==> src/rtl/srp_pkg.sv <==
package srp_pkg;

  // Frame engine phase
  typedef enum logic {
    PH_IDLE = 1'b0,
    PH_RUN  = 1'b1
  } srp_phase_e;

endpackage

==> src/rtl/srp_rst_sync.sv <==
module srp_rst_sync (
  input  logic clk,
  input  logic rst_n,
  output logic rst_s_n
);

  logic [1:0] sync_q;

  // Assert at once, release after two clock edges
  always_ff @(posedge clk or negedge rst_n) begin
    if (!rst_n) begin
      sync_q <= 2'b00;
    end else begin
      sync_q <= {sync_q[0], 1'b1};
    end
  end

  assign rst_s_n = sync_q[1];

endmodule

==> src/rtl/srp_hold.sv <==
module srp_hold #(
  parameter int WORD_W = 16
) (
  input  logic              clk,
  input  logic              rst_n,
  input  logic              load,
  input  logic [WORD_W-1:0] word,
  input  logic              take,
  output logic [WORD_W-1:0] pend_word,
  output logic              pend_valid
);

  logic [WORD_W-1:0] word_q, word_n;
  logic              valid_q, valid_n;
  logic              word_en;

  // A fresh strobe overrides any older word. A take in the same cycle
  // consumes the old word while the new one stays pending.
  always_comb begin
    word_en = load;
    word_n  = word;
    if (load) begin
      valid_n = 1'b1;
    end else if (take) begin
      valid_n = 1'b0;
    end else begin
      valid_n = valid_q;
    end
  end

  always_ff @(posedge clk or negedge rst_n) begin
    if (!rst_n) begin
      word_q  <= '0;
      valid_q <= 1'b0;
    end else begin
      valid_q <= valid_n;
      if (word_en) begin
        word_q <= word_n;
      end
    end
  end

  assign pend_word  = word_q;
  assign pend_valid = valid_q;

  AST_HOLD_KEEP: assert property (@(posedge clk) disable iff (!rst_n) (valid_q && !load && !take) |=> (valid_q && $stable(word_q)));
  AST_LAST_STROBE_KEPT: assert property (@(posedge clk) disable iff (!rst_n) load |=> (valid_q && word_q == $past(word)));

endmodule

==> src/rtl/srp_timer.sv <==
module srp_timer
  import srp_pkg::*;
#(
  parameter int FRAME_LEN = 32,
  parameter int WORD_W    = 16
) (
  input  logic clk,
  input  logic rst_n,
  input  logic pend_valid,
  output logic start,
  output logic shift_en,
  output logic rdy,
  output logic sclk
);

  localparam int CNT_W     = $clog2(FRAME_LEN);
  localparam int LAST      = FRAME_LEN - 1;
  localparam int LAST_RISE = 2 * WORD_W - 1;

  srp_phase_e       ph_q, ph_n;
  logic [CNT_W-1:0] cnt_q, cnt_n;
  logic             rdy_q, rdy_n;
  logic             sclk_q, sclk_n;
  logic             at_end;
  logic             start_c;
  logic             shift_c;

  assign at_end  = (ph_q == PH_RUN) && (cnt_q == CNT_W'(LAST));
  assign start_c = pend_valid && ((ph_q == PH_IDLE) || at_end);

  // Next-state logic
  always_comb begin
    ph_n    = ph_q;
    cnt_n   = cnt_q;
    rdy_n   = 1'b0;
    shift_c = 1'b0;
    if (start_c) begin
      ph_n  = PH_RUN;
      cnt_n = '0;
      rdy_n = 1'b1;
    end else if (ph_q == PH_RUN) begin
      if (at_end) begin
        ph_n  = PH_IDLE;
        cnt_n = '0;
      end else begin
        cnt_n   = cnt_q + 1'b1;
        shift_c = cnt_n[0] && (cnt_n <= CNT_W'(LAST_RISE));
      end
    end else begin
      cnt_n = '0;
    end
    sclk_n = shift_c;
  end

  // Registers
  always_ff @(posedge clk or negedge rst_n) begin
    if (!rst_n) begin
      ph_q   <= PH_IDLE;
      cnt_q  <= '0;
      rdy_q  <= 1'b0;
      sclk_q <= 1'b0;
    end else begin
      ph_q   <= ph_n;
      cnt_q  <= cnt_n;
      rdy_q  <= rdy_n;
      sclk_q <= sclk_n;
    end
  end

  assign start    = start_c;
  assign shift_en = shift_c;
  assign rdy      = rdy_q;
  assign sclk     = sclk_q;

  // Spacing monitor: cycles since the last ready pulse, saturating
  logic [CNT_W:0] gap_q;
  logic           seen_q;
  always_ff @(posedge clk or negedge rst_n) begin
    if (!rst_n) begin
      gap_q  <= '0;
      seen_q <= 1'b0;
    end else if (rdy_q) begin
      gap_q  <= '0;
      seen_q <= 1'b1;
    end else if (gap_q != (CNT_W+1)'(FRAME_LEN)) begin
      gap_q <= gap_q + 1'b1;
    end
  end

  AST_RDY_SINGLE: assert property (@(posedge clk) disable iff (!rst_n) rdy_q |=> !rdy_q);
  AST_FRAME_GAP: assert property (@(posedge clk) disable iff (!rst_n) (rdy_q && seen_q) |-> (gap_q >= (CNT_W+1)'(LAST)));
  AST_RDY_SCLK_LOW: assert property (@(posedge clk) disable iff (!rst_n) rdy_q |-> !sclk_q);
  AST_IDLE_QUIET: assert property (@(posedge clk) disable iff (!rst_n) (ph_q == PH_IDLE) |-> (!sclk_q && !rdy_q));
  AST_START_AT_BOUNDARY: assert property (@(posedge clk) disable iff (!rst_n) start_c |-> !shift_c);

endmodule

==> src/rtl/srp_shifter.sv <==
module srp_shifter #(
  parameter int WORD_W = 16
) (
  input  logic              clk,
  input  logic              rst_n,
  input  logic              start,
  input  logic [WORD_W-1:0] word,
  input  logic              shift_en,
  output logic              sdo
);

  localparam int BCNT_W = $clog2(WORD_W) + 1;

  logic [WORD_W-1:0] sreg_q, sreg_n;
  logic              sdo_q, sdo_n;
  logic              reg_en;

  // Next-state: load at frame start, shift on each rising serial clock
  always_comb begin
    reg_en = start || shift_en;
    sreg_n = sreg_q;
    sdo_n  = sdo_q;
    if (start) begin
      sreg_n = word;
    end else if (shift_en) begin
      sdo_n  = sreg_q[WORD_W-1];
      sreg_n = {sreg_q[WORD_W-2:0], 1'b0};
    end
  end

  always_ff @(posedge clk or negedge rst_n) begin
    if (!rst_n) begin
      sreg_q <= '0;
      sdo_q  <= 1'b0;
    end else if (reg_en) begin
      sreg_q <= sreg_n;
      sdo_q  <= sdo_n;
    end
  end

  assign sdo = sdo_q;

  // Bits sent since the last frame start
  logic [BCNT_W-1:0] sent_q;
  always_ff @(posedge clk or negedge rst_n) begin
    if (!rst_n) begin
      sent_q <= '0;
    end else if (start) begin
      sent_q <= '0;
    end else if (shift_en) begin
      sent_q <= sent_q + 1'b1;
    end
  end

  AST_BITS_PER_FRAME: assert property (@(posedge clk) disable iff (!rst_n) shift_en |-> (sent_q < BCNT_W'(WORD_W)));

endmodule

==> src/rtl/srp_port.sv <==
module srp_port #(
  parameter int WORD_W    = 16,
  parameter int FRAME_LEN = 32
) (
  input  logic              clk,
  input  logic              rst_n,
  input  logic [WORD_W-1:0] res_word,
  input  logic              res_load,
  output logic              frame_rdy,
  output logic              ser_clk,
  output logic              ser_dat
);

  logic              rst_s_n;
  logic [WORD_W-1:0] pend_word;
  logic              pend_valid;
  logic              start;
  logic              shift_en;

  srp_rst_sync u_rst (
    .clk     (clk),
    .rst_n   (rst_n),
    .rst_s_n (rst_s_n)
  );

  srp_hold #(.WORD_W(WORD_W)) u_hold (
    .clk        (clk),
    .rst_n      (rst_s_n),
    .load       (res_load),
    .word       (res_word),
    .take       (start),
    .pend_word  (pend_word),
    .pend_valid (pend_valid)
  );

  srp_timer #(.FRAME_LEN(FRAME_LEN), .WORD_W(WORD_W)) u_timer (
    .clk        (clk),
    .rst_n      (rst_s_n),
    .pend_valid (pend_valid),
    .start      (start),
    .shift_en   (shift_en),
    .rdy        (frame_rdy),
    .sclk       (ser_clk)
  );

  srp_shifter #(.WORD_W(WORD_W)) u_shift (
    .clk      (clk),
    .rst_n    (rst_s_n),
    .start    (start),
    .word     (pend_word),
    .shift_en (shift_en),
    .sdo      (ser_dat)
  );

  AST_DATA_ON_RISE: assert property (@(posedge clk) disable iff (!rst_s_n) !$rose(ser_clk) |-> $stable(ser_dat));

endmodule

==> config.mk <==
export PLATFORM = sky130hd
export DESIGN_NAME = srp_port
export DESIGN_NICKNAME = d
export VERILOG_FILES = /design/src/rtl/srp_pkg.sv /design/src/rtl/srp_rst_sync.sv /design/src/rtl/srp_hold.sv /design/src/rtl/srp_timer.sv /design/src/rtl/srp_shifter.sv /design/src/rtl/srp_port.sv
export SDC_FILE = /design/constraint.sdc
export NUM_CORES = 1
export LEC_CHECK = 0
export ABC_CLOCK_PERIOD_IN_PS = 2800
export BUFFER_PORTS_ARGS = -buffer_cell sky130_fd_sc_hd__buf_2
export CAP_MARGIN = 20
export CELL_PAD_IN_SITES_DETAIL_PLACEMENT = 0
export CELL_PAD_IN_SITES_GLOBAL_PLACEMENT = 2
export CORE_ASPECT_RATIO = 0.9
export CORE_MARGIN = 2
export CORE_UTILIZATION = 42
export DETAILED_ROUTE_END_ITERATION = 8
export PLACE_DENSITY_LB_ADDON = 0.12
export SYNTH_ARGS = -nofsm -noshare
export SYNTH_HDL_FRONTEND = slang
export SYNTH_SLANG_ARGS = --single-unit
==> constraint.sdc <==
create_clock -name clk -period 2.8 [get_ports clk]
set_input_delay 0.28 -clock clk [delete_from_list [all_inputs] [get_ports clk]]
set_output_delay 0.28 -clock clk [all_outputs]
set_load 0.01 [all_outputs]
==> results of run 1 <==
-- power by group through the flow --
stage / logic, mW / clock network (mW) / registers [mW]
global route: 0.0940 / 0.455 / 0.701
CTS: 0.0791 / 0.426 / 0.699
detailed placement: 0.0780 / 0 / 0.712
finish: 0.0836 / 0.412 / 0.695
floorplan: 0.0528 / 0 / 0.707
global placement: 0.0744 / 0 / 0.709
-- cells in the mapped netlist, types with 2 or more instances --
| cell type | n | share of area |
|---|---|---|
| nor2_1 | 4 | 0.0076 |
| dfrtp_1 | 44 | 0.56 |
| buf_6 | 2 | 0.011 |
| o211ai_1 | 22 | 0.084 |
| clkbuf_1 | 7 | 0.013 |
| mux2_2 | 16 | 0.091 |
| o21ai_0 | 16 | 0.041 |
| nand3_1 | 16 | 0.041 |
| buf_2 | 5 | 0.013 |
| ha_1 | 3 | 0.019 |
| o211ai_2 | 8 | 0.051 |
| inv_1 | 2 | 0.0038 |
-- state kept, by name (all words and copies together) (netlist names) --
| register | count |
|---|---|
| u_hold.pend_valid | 1 |
| u_hold.pend_word | 16 |
| u_rst.sync_q | 2 |
| u_shift.sdo | 1 |
| u_shift.sreg_q | 16 |
| u_timer.cnt_q | 5 |
| u_timer.ph_q | 1 |
| u_timer.rdy | 1 |
| u_timer.sclk | 1 |
-- final cells by class --
type,count,share of cell area
Multi-Input combinational cell,99,0.3515
Sequential cell,44,0.4894
Clock buffer,8,0.04004
Tap cell,62,0.03448
Timing Repair Buffer,30,0.08120
Inverter,2,0.003337
-- per-layer routing --
metal / track usage / wire length (microns) / vias to the layer above
li1: - / - / 633
met1: 0.2181 / 1835 / 668
met2: 0.2655 / 1875 / 30
met3: 0.03272 / 131 / 5
met4: 0.08283 / 67 / 0
met5: 0 / 0 / -
-- worst paths after layout --
check | end | slack (ns) | depth (start not counted)
worst min register to register | u_shift.sreg_q[6]$_DFFE_PN0P_ | 0.22 | 0
worst max register to register | u_shift.sreg_q[1]$_DFFE_PN0P_ | 0.51 | 7
max in group asynchronous | u_shift.sreg_q[9]$_DFFE_PN0P_ | 1.80 | 2
worst min-delay path | u_hold.pend_word[14]$_DFFE_PN0P_ | 0.20 | 2
worst max-delay path | u_shift.sreg_q[1]$_DFFE_PN0P_ | 0.51 | 7
min in group asynchronous | u_shift.sreg_q[6]$_DFFE_PN0P_ | 0.22 | 0
-- critical path, cell delays in order, from the launching register on --
cell	delay, ns
dfrtp_1	0.44
ha_1	0.26
and3_1	0.19
ha_1	0.23
nor3b_4	0.19
o21a_1	0.45
buf_4	0.28
o211ai_1	0.12
-- metrics by stage --
step	area [sq um]	utilization	instances
CTS	2235	0.4978	244
global placement	2135	0.4755	235
global route	2250	0.5011	245
finish	2250	0.5011	245
floorplan	1977	-	160
detailed placement	2135	0.4755	235
-- logic make-up after synthesis --
| logic type | Yosys count |
|---|---|
| compound gates | 49 |
| mux | 17 |
| fa+ha+maj | 3 |
| simple gates | 27 |
| xor+xnor | 2 |
| other cells | 1 |
| buf+inv | 17 |
| flops | 44 |
==> summary.md, run 1 <==
| Metric | Value |
|---|---|
| RSZ-0062 raised after global routing | `false` |
| ANT cells | `0` |
| Vias per cell | `5.453` |
| Distinct cells, synth | `27` |
| Top_reg_cell synth | `dfrtp_1` |
| Total power | `1.190 mW` |
| Crit path arrival time | `2.46 ns` |
| # resized after CTS | `0` |
| Ys Warns | `0` |
| Fraction of layout cells with a size suffix above 1 | `0.3443` |
| Area of the multi-input gates | `790.8 sq um` |
| Fill cells | `422` |
| CTS buffer count | `5` |
| # hold bufs at CTS | `1` |
| Clock sinks | `44` |
| Critical Path Source | `u_timer.cnt_q[0]$_DFF_PN0_` |
| Simple-gate share of the synthesized area | `0.07785` |
| Port bufs | `21` |
| WHS | `0.2049 ns` |
| Final worst path period share | `0.8186` |
| Slew @ Worst Pin | `0.7465 ns` |
| Post-synth ARST share | `1.000` |
| P per Cell Area | `529.0 mW/mm^2` |
| Final WL | `3910 microns` |
| Outcome | `completed` |
| Root Driver | `clkbuf_8` |
| Residual DRC | `0` |
| Worst-path clk slew | `0.08 ns` |
| Starting DRC count in detailed routing | `82` |
| Final Critical Period | `2.292 ns` |
| Req. time, crit path | `2.97 ns` |
| Post-synthesis mux area share | `0.09873` |
| Synth Area in XOR/XNOR | `0.01266` |
| Worst slack, placed | `0.5214 ns` |
| Vias in the first global route | `1470` |
| Post-CTS setup buffer count | `0` |
| Final setup viols | `0` |
| Combinational family with the most area after synthesis | `compound AO/OA/AOI/OAI gates` |
| Max Clk Rate | `0.4363 GHz` |
| Pins over their slew limit | `0` |
| Vias | `1336` |
| # IOs | `22` |
| Area delta synth->final | `13.80%` |
| Adder-cell share of the synthesized area | `0.01899` |
| Peak supply drop | `0.0002249 V` |
| Largest net degree at the start of global routing | `28` |
| First-pass GRT wire length | `6934 microns` |
| GP Congestion | `0.7295` |
| Total global routing overflow | `0` |
| Post-synthesis instance total | `160` |
| WL per Instance | `15.96 microns` |
| Initial antenna violation count | `0` |
| Setup Skew | `0.005789 ns` |
| Register bit count reported by yosys | `44` |
| Slew margin rel. | `0.5024` |
| Die Wd | `76.32 microns` |
| Worst-path fanout max | `10` |
| Core Area | `0.004489 sq mm` |
| Hold Crit Class | `in -> reg` |
| Setup CP Type | `reg -> reg` |
| Gr usage total | `0.1668` |
| Total negative slack | `0 ns` |
| Final WS setup | `0.5078 ns` |
| Clk network pwr share | `0.346` |
| Most common cell after layout, fill and taps aside | `dfrtp_1` |
| Leakage power | `0.9559 nW` |
| Clk_lat worst skew | `0.30 ns` |
| Internal | `0.9221 mW` |
| Dpl hpwl | `2618 microns` |
| First-pass DRT Iterations | `4` |
| Max clock buf depth | `2` |
| Nets | `204` |
| CTS tree | `done` |
| Sequential share of power | `0.584` |
| Hold path startpoint | `res_word[14]` |
| Rows | `23` |
| H-tree levels | `2` |
| Crit. End Element | `register` |
| Antenna-violating nets left | `0` |
| Die area | `0.005272 sq mm` |
| Die height | `69.09 microns` |
| Sequential share of the synthesized area | `0.5570` |
| NetSw | `0.2679 mW` |
| Final Hold Vio Count | `0` |
| Combinational share of power | `0.070` |
| Reg2reg start | `u_timer.cnt_q[0]$_DFF_PN0_` |
| Maxcap violations | `0` |
| Syn Nets | `182` |
| Initial Util | `0.4404` |
| Post-synthesis compound-gate area fraction | `0.1899` |
| Syn Std Cell Area | `0.001977 sq mm` |
| FF+latch area | `0.001101 sq mm` |
| Commonest cells after routing, fill and taps aside | `44 x dfrtp_1, 22 x o211ai_1, 21 x buf_2` |
| Post-synth EDFFs | `0` |
| Sw Share | `0.2251` |
| Crit path launch type | `register` |
| Post-synthesis average cell area | `12.36 sq um` |
Note: power is estimated with default switching activity, not from simulation.
==> run 2: changes to the inputs <==
ABC_CLOCK_PERIOD_IN_PS = 2100   (was 2800)
CORE_UTILIZATION = 35   (was 42)
clock period = 2.1 ns   (was 2.8 ns; I/O delays follow)
==> summary.md, run 2 (synthesis gave the netlist of run 1 again) <==
| Metric | Value |
|---|---|
| Outcome | `completed` |
| Vias | `1346 (+0.75%)` |
| Core Area | `0.005349 sq mm (+19%)` |
| Final non-filler cell total | `253 (+3.3%)` |
| Initial antenna violation count | `0 (unchanged)` |
| Gr usage total | `0.1459 (-0.02084)` |
| Post-CTS setup buffer count | `0 (unchanged)` |
| Final Hold Vio Count | `0 (unchanged)` |
| Maxcap violations | `0 (unchanged)` |
| Crit path arrival time | `2.21 ns (-0.25 ns)` |
| Die Wd | `83.22 microns (+9.0%)` |
| Leakage power | `0.9916 nW (+3.7%)` |
| GP Congestion | `0.7261 (-0.47%)` |
| First-pass GRT wire length | `7162 microns (+3.3%)` |
| Met3 WL | `147 microns (+12%)` |
| Max clock buf depth | `2 (unchanged)` |
| CP peak stage delay | `0.41 ns (-0.04 ns)` |
| Reg2reg end | `u_shift.sdo$_DFFE_PN0P_` |
| Final setup viols | `0 (unchanged)` |
| Final worst path period share | `0.9656 (+0.1470)` |
| Clk_lat worst skew | `0.30 ns (about the same)` |
| Worst-path clk slew | `0.09 ns (about the same)` |
| Crit path max-delay family | `adder cells` |
| Hold Crit Class | `in -> reg` |
| Initial Util | `0.3696 (-0.07077)` |
| Worst path cell trace | `ha_1, and3_1, ha_1, nand4bb_1, o21a_2, mux2_4` |
| Rows | `25 (+8.7%)` |
| ANT cells | `0 (unchanged)` |
| Hold Path Sink | `u_hold.pend_word[6]$_DFFE_PN0P_` |
| Vias per cell | `5.320 (-2.4%)` |
| H-tree levels | `2 (unchanged)` |
| R2R Setup Slk | `0.07 ns (-0.44 ns)` |
| # IOs | `22 (unchanged)` |
| M1 WL | `1869 microns (+1.9%)` |
| Crit path buf inv count | `0 (-1)` |
| Total global routing overflow | `0 (unchanged)` |
| Dpl hpwl | `2663 microns (+1.7%)` |
| Max Clk Rate | `0.4931 GHz (+13%)` |
| R2r worst-path depth | `6 (-1)` |
| Starting DRC count in detailed routing | `68 (-17%)` |
| Crit. End Element | `register` |
| Layout Utilization | `0.4330 (-0.06813)` |
| Worst-path fanout max | `9 (-1)` |
| Root Driver | `clkbuf_8` |
| Reg2reg start | `u_timer.cnt_q[1]$_DFF_PN0_` |
| Setup CP Type | `reg -> reg` |
| CTS tree | `done` |
| Final WS setup | `0.07217 ns (-0.4357 ns)` |
| Hold path startpoint | `res_word[6]` |
| Antenna-violating nets left | `0 (unchanged)` |
| Most common cell after layout, fill and taps aside | `dfrtp_1` |
| Most frequent CP cell | `ha_1` |
| Port bufs | `21 (unchanged)` |
| Pins over their slew limit | `0 (unchanged)` |
| Vias in the first global route | `1489 (+1.3%)` |
| Slew margin rel. | `0.6508 (+0.1484)` |
| P per Cell Area | `742.7 mW/mm^2 (+40%)` |
| DP Cell Count | `244 (+3.8%)` |
| Clock sinks | `44 (unchanged)` |
| Slew @ Worst Pin | `0.5238 ns (-0.2226 ns)` |
| First-pass DRT Iterations | `4 (unchanged)` |
| Nets | `207 (+1.5%)` |
| Die height | `75.30 microns (+9.0%)` |
| Commonest cells after routing, fill and taps aside | `44 x dfrtp_1, 22 x o211ai_1, 21 x buf_2` |
| Req. time, crit path | `2.28 ns (-0.69 ns)` |
| WL met2 | `1965 microns (+4.8%)` |
| Total power | `1.720 mW (+45%)` |
| Peak supply drop | `0.0003838 V (+71%)` |
| Area delta synth->final | `17.15%` |
| Die area | `0.006266 sq mm (+19%)` |
| Crit path launch type | `register` |
| CP max stage cell | `dfrtp_1` |
| Final Critical Period | `2.028 ns (-0.2643 ns)` |
| WL per Instance | `15.94 microns (-0.12%)` |
| RSZ-0062 raised after global routing | `false` |
| CTS buffer count | `5 (unchanged)` |
| Final WL | `4033 microns (+3.1%)` |
| Setup Skew | `0.009391 ns (+0.003602 ns)` |
| Largest net degree at the start of global routing | `43 (+54%)` |
| Worst slack, placed | `-0.02848 ns (-0.5499 ns)` |
| Top sig layer | `met4` |
| Fraction of layout cells with a size suffix above 1 | `0.3710 (+0.02671)` |
| Residual DRC | `0 (unchanged)` |
| Hold Crit Depth | `2 (unchanged)` |
[run 2: cell count changes in the layout (fill, tap and decap cells not counted)]
cell and change:
buf_4 +3, clkbuf_1 -2, buf_12 +1, buf_8 -1
bufinv_16 +1, clkinv_4 +1, o21a_1 -1, o21a_2 +1
[run 2: report_power, final]
part | switching (mW) | internal, mW | total (mW)
logic | 0.0514 | 0.0622 | 0.114
registers | 0.0259 | 0.896 | 0.922
clock network | 0.295 | 0.389 | 0.684
[run 2: timing repair]
item | CTS | global route
endpoints found under the hold margin | 2 | 0
hold buffers | 1 | 0
gates resized for setup | 1 | 0
endpoints found under the setup margin | 9 | 0
[run 2: routing by layer]
layer | vias to the layer above | track usage
li1 | 634 | -
met1 | 685 | 0.1793
met2 | 20 | 0.2572
met3 | 7 | 0.04442
met4 | 0 | 0.03825
met5 | - | 0
[run 2: worst reg2reg max path: cells and delay by family, from the launching register on]
| family | cells | cell delay [ns] |
|---|---|---|
| adder cells (fa/ha/maj) | 2 | 0.51 |
| flip-flops | 1 | 0.41 |
| AND/OR/NAND/NOR | 2 | 0.34 |
| AO/OA/AOI/OAI | 1 | 0.32 |
| multiplexers | 1 | 0.32 |
[run 2: worst max path at each step]
stage | startpoint | end | slack (ns) | cells after the start
floorplan | u_timer.cnt_q[0]$_DFF_PN0_ | u_shift.sdo$_DFFE_PN0P_ | 0.02 | 8
global placement | u_timer.cnt_q[1]$_DFF_PN0_ | u_shift.sdo$_DFFE_PN0P_ | 0.04 | 6
detailed placement | u_timer.cnt_q[1]$_DFF_PN0_ | u_shift.sdo$_DFFE_PN0P_ | -0.03 | 6
CTS | u_timer.cnt_q[1]$_DFF_PN0_ | u_shift.sdo$_DFFE_PN0P_ | 0.08 | 6
global route | u_timer.cnt_q[1]$_DFF_PN0_ | u_shift.sdo$_DFFE_PN0P_ | 0.02 | 6
finish | u_timer.cnt_q[1]$_DFF_PN0_ | u_shift.sdo$_DFFE_PN0P_ | 0.07 | 6
[run 2: final cells by class]
cell class                      count  area [sq um]
Inverter                            2         7.507
Tap cell                           67         83.83
Clock buffer                        6         82.58
Multi-Input combinational cell     99         792.0
Timing Repair Buffer               33         210.2
Sequential cell                    44          1101
Clock inverter                      2         38.79
Fill cell                         514          3033
[run 2: metrics by stage]
step                hold slack (ns)  setup TNS (ns)  area (sq um)
floorplan                  -0.08559               0          1977
global placement          -0.004824               0          2183
detailed placement        -0.001509        -0.03819          2183
CTS                          0.1332               0          2316
global route                 0.1198               0          2316
finish                       0.1382               0          2316
==> run 3: changes to the inputs <==
RECOVER_POWER = 100   (was unset)
SLEW_MARGIN = 20   (was unset)
==> summary.md, run 3 (synthesis gave the netlist of run 1 again) <==
| Metric | Value |
|---|---|
| Outcome | `completed` |
| Setup CP Type | `reg -> reg` |
| DP Cell Count | `244 (unchanged)` |
| Final worst path period share | `0.9650 (about the same)` |
| Maxcap violations | `0 (unchanged)` |
| Worst slack, placed | `-0.02848 ns (unchanged)` |
| WHS | `0.1388 ns (+0.0005650 ns)` |
| # IOs | `22 (unchanged)` |
| Clk_lat worst skew | `0.30 ns (about the same)` |
| Req. time, crit path | `2.28 ns (about the same)` |
| Most frequent CP cell | `ha_1` |
| Starting DRC count in detailed routing | `75 (+10%)` |
| Peak supply drop | `0.0003832 V (-0.14%)` |
| Hold Crit Class | `in -> reg` |
| NetSw | `0.3702 mW (-0.61%)` |
| Fraction of layout cells with a size suffix above 1 | `0.3333 (-0.03763)` |
| Worst path cell trace | `ha_1, and3_1, ha_1, nand4bb_1, o21a_2, mux2_4` |
| Vias in the first global route | `1489 (unchanged)` |
| Core Area | `0.005349 sq mm (unchanged)` |
| Leakage power | `0.9687 nW (-2.3%)` |
| Final Hold Vio Count | `0 (unchanged)` |
| WL per Instance | `15.91 microns (-0.20%)` |
| R2r worst-path depth | `6 (unchanged)` |
| Clk network pwr share | `0.398 (about the same)` |
| CTS buffer count | `5 (unchanged)` |
| Dpl hpwl | `2663 microns (unchanged)` |
| Total negative slack | `0 ns (unchanged)` |
| H-tree levels | `2 (unchanged)` |
| Final Critical Period | `2.027 ns (-0.001296 ns)` |
| Hold path startpoint | `res_word[11]` |
| Root Driver | `clkbuf_8` |
| Antenna-violating nets left | `0 (unchanged)` |
| CP max stage cell | `dfrtp_1` |
| P per Cell Area | `748.1 mW/mm^2 (+0.72%)` |
| First-pass GRT wire length | `7162 microns (unchanged)` |
| Crit path arrival time | `2.21 ns (about the same)` |
| RSZ-0062 raised after global routing | `false` |
| Crit. End Element | `register` |
| Gr usage total | `0.1459 (unchanged)` |
| Final WS setup | `0.07347 ns (+0.001296 ns)` |
| Area delta synth->final | `16.01%` |
| Rows | `25 (unchanged)` |
| Hold Crit Depth | `2 (unchanged)` |
| CTS tree | `done` |
| Final WL | `4025 microns (-0.20%)` |
| ANT cells | `0 (unchanged)` |
| Slew margin rel. | `0.3162 (-0.3346)` |
| Crit path launch type | `register` |
| Worst-path clk slew | `0.09 ns (about the same)` |
| Total power | `1.716 mW (-0.25%)` |
| Hold Path Sink | `u_hold.pend_word[11]$_DFFE_PN0P_` |
| Port bufs | `21 (unchanged)` |
| Post-CTS setup buffer count | `0 (unchanged)` |
| Reg2reg start | `u_timer.cnt_q[1]$_DFF_PN0_` |
| Slew @ Worst Pin | `1.026 ns (+0.5019 ns)` |
| Initial Util | `0.3696 (unchanged)` |
| Die area | `0.006266 sq mm (unchanged)` |
| GP Congestion | `0.7261 (unchanged)` |
| Sequential share of power | `0.537 (about the same)` |
| Total global routing overflow | `0 (unchanged)` |
| Nets | `207 (unchanged)` |
| Worst-path fanout max | `9 (unchanged)` |
| Combinational share of power | `0.065 (about the same)` |
| Setup Skew | `0.008686 ns (-0.0007049 ns)` |
| Clock sinks | `44 (unchanged)` |
| Die height | `75.30 microns (unchanged)` |
| Die Wd | `83.22 microns (unchanged)` |
| Vias per cell | `5.221 (-1.9%)` |
| Design area | `0.002293 sq mm (-0.97%)` |
| Max Clk Rate | `0.4935 GHz (about the same)` |
| Sw Share | `0.2158 (-0.0007680)` |
| Most common cell after layout, fill and taps aside | `dfrtp_1` |
| Final non-filler cell total | `253 (unchanged)` |
| Placed Area | `0.002183 sq mm (unchanged)` |
| First-pass DRT Iterations | `4 (unchanged)` |
| Commonest cells after routing, fill and taps aside | `44 x dfrtp_1, 23 x o211ai_1` |
| Max clock buf depth | `2 (unchanged)` |
| Initial antenna violation count | `0 (unchanged)` |
| Pins over their slew limit | `0 (unchanged)` |
| Residual DRC | `0 (unchanged)` |
| R2R Setup Slk | `0.07 ns (about the same)` |
| CP peak stage delay | `0.41 ns (about the same)` |
| Vias | `1321 (-1.9%)` |
| Layout Utilization | `0.4288 (-0.004210)` |
| Internal | `1.345 mW (-0.16%)` |
| Largest net degree at the start of global routing | `43 (unchanged)` |
| Final setup viols | `0 (unchanged)` |
| Reg2reg end | `u_shift.sdo$_DFFE_PN0P_` |
==> run 3: critical path: cells and delay by family (launching register included) <==
kind | cells | cell delay (ns)
adders and majority gates | 2 | 0.51
DFF | 1 | 0.41
and+or+nand+nor | 2 | 0.34
AOI/OAI and AO/OA | 1 | 0.32
muxes | 1 | 0.32
==> run 3: final cells by class <==
cell class | instances | area (sq um)
Clock buffer | 6 | 82.58
Clock inverter | 2 | 38.79
Fill cell | 519 | 3055
Inverter | 2 | 7.507
Multi-Input combinational cell | 99 | 780.7
Sequential cell | 44 | 1101
Tap cell | 67 | 83.83
Timing Repair Buffer | 33 | 198.9
==> run 3: how the worst max path moves through the flow <==
stage | start | to | slack [ns] | cells after the start
after floorplan | u_timer.cnt_q[0]$_DFF_PN0_ | u_shift.sdo$_DFFE_PN0P_ | 0.02 | 8
after global placement | u_timer.cnt_q[1]$_DFF_PN0_ | u_shift.sdo$_DFFE_PN0P_ | 0.04 | 6
after detailed placement | u_timer.cnt_q[1]$_DFF_PN0_ | u_shift.sdo$_DFFE_PN0P_ | -0.03 | 6
after CTS | u_timer.cnt_q[1]$_DFF_PN0_ | u_shift.sdo$_DFFE_PN0P_ | 0.08 | 6
after global routing | u_timer.cnt_q[1]$_DFF_PN0_ | u_shift.sreg_q[5]$_DFFE_PN0P_ | 0.02 | 7
final | u_timer.cnt_q[1]$_DFF_PN0_ | u_shift.sdo$_DFFE_PN0P_ | 0.07 | 6
==> run 3: timing repair <==
action	in CTS	in global routing
endpoints found under the setup margin	9	0
hold buffers	1	0
hold endpoints to repair	2	0
resized for setup	1	0
==> run 3: power groups by stage <==
| stage | Combinational, mW | Sequential [mW] | Clock, mW |
|---|---|---|---|
| final | 0.111 | 0.922 | 0.683 |
| after global routing | 0.126 | 0.930 | 0.749 |
| after CTS | 0.117 | 0.923 | 0.694 |
| after detailed placement | 0.115 | 0.940 | 0 |
| after global placement | 0.110 | 0.938 | 0 |
| after floorplan | 0.0704 | 0.943 | 0 |
==> run 3: routing by layer <==
| metal | global-route usage | part of all wire |
|---|---|---|
| met1 | 0.1793 | 0.47 |
| met2 | 0.2572 | 0.49 |
| met3 | 0.04442 | 0.032 |
| met4 | 0.03825 | 0.0099 |
| met5 | 0 | 0 |
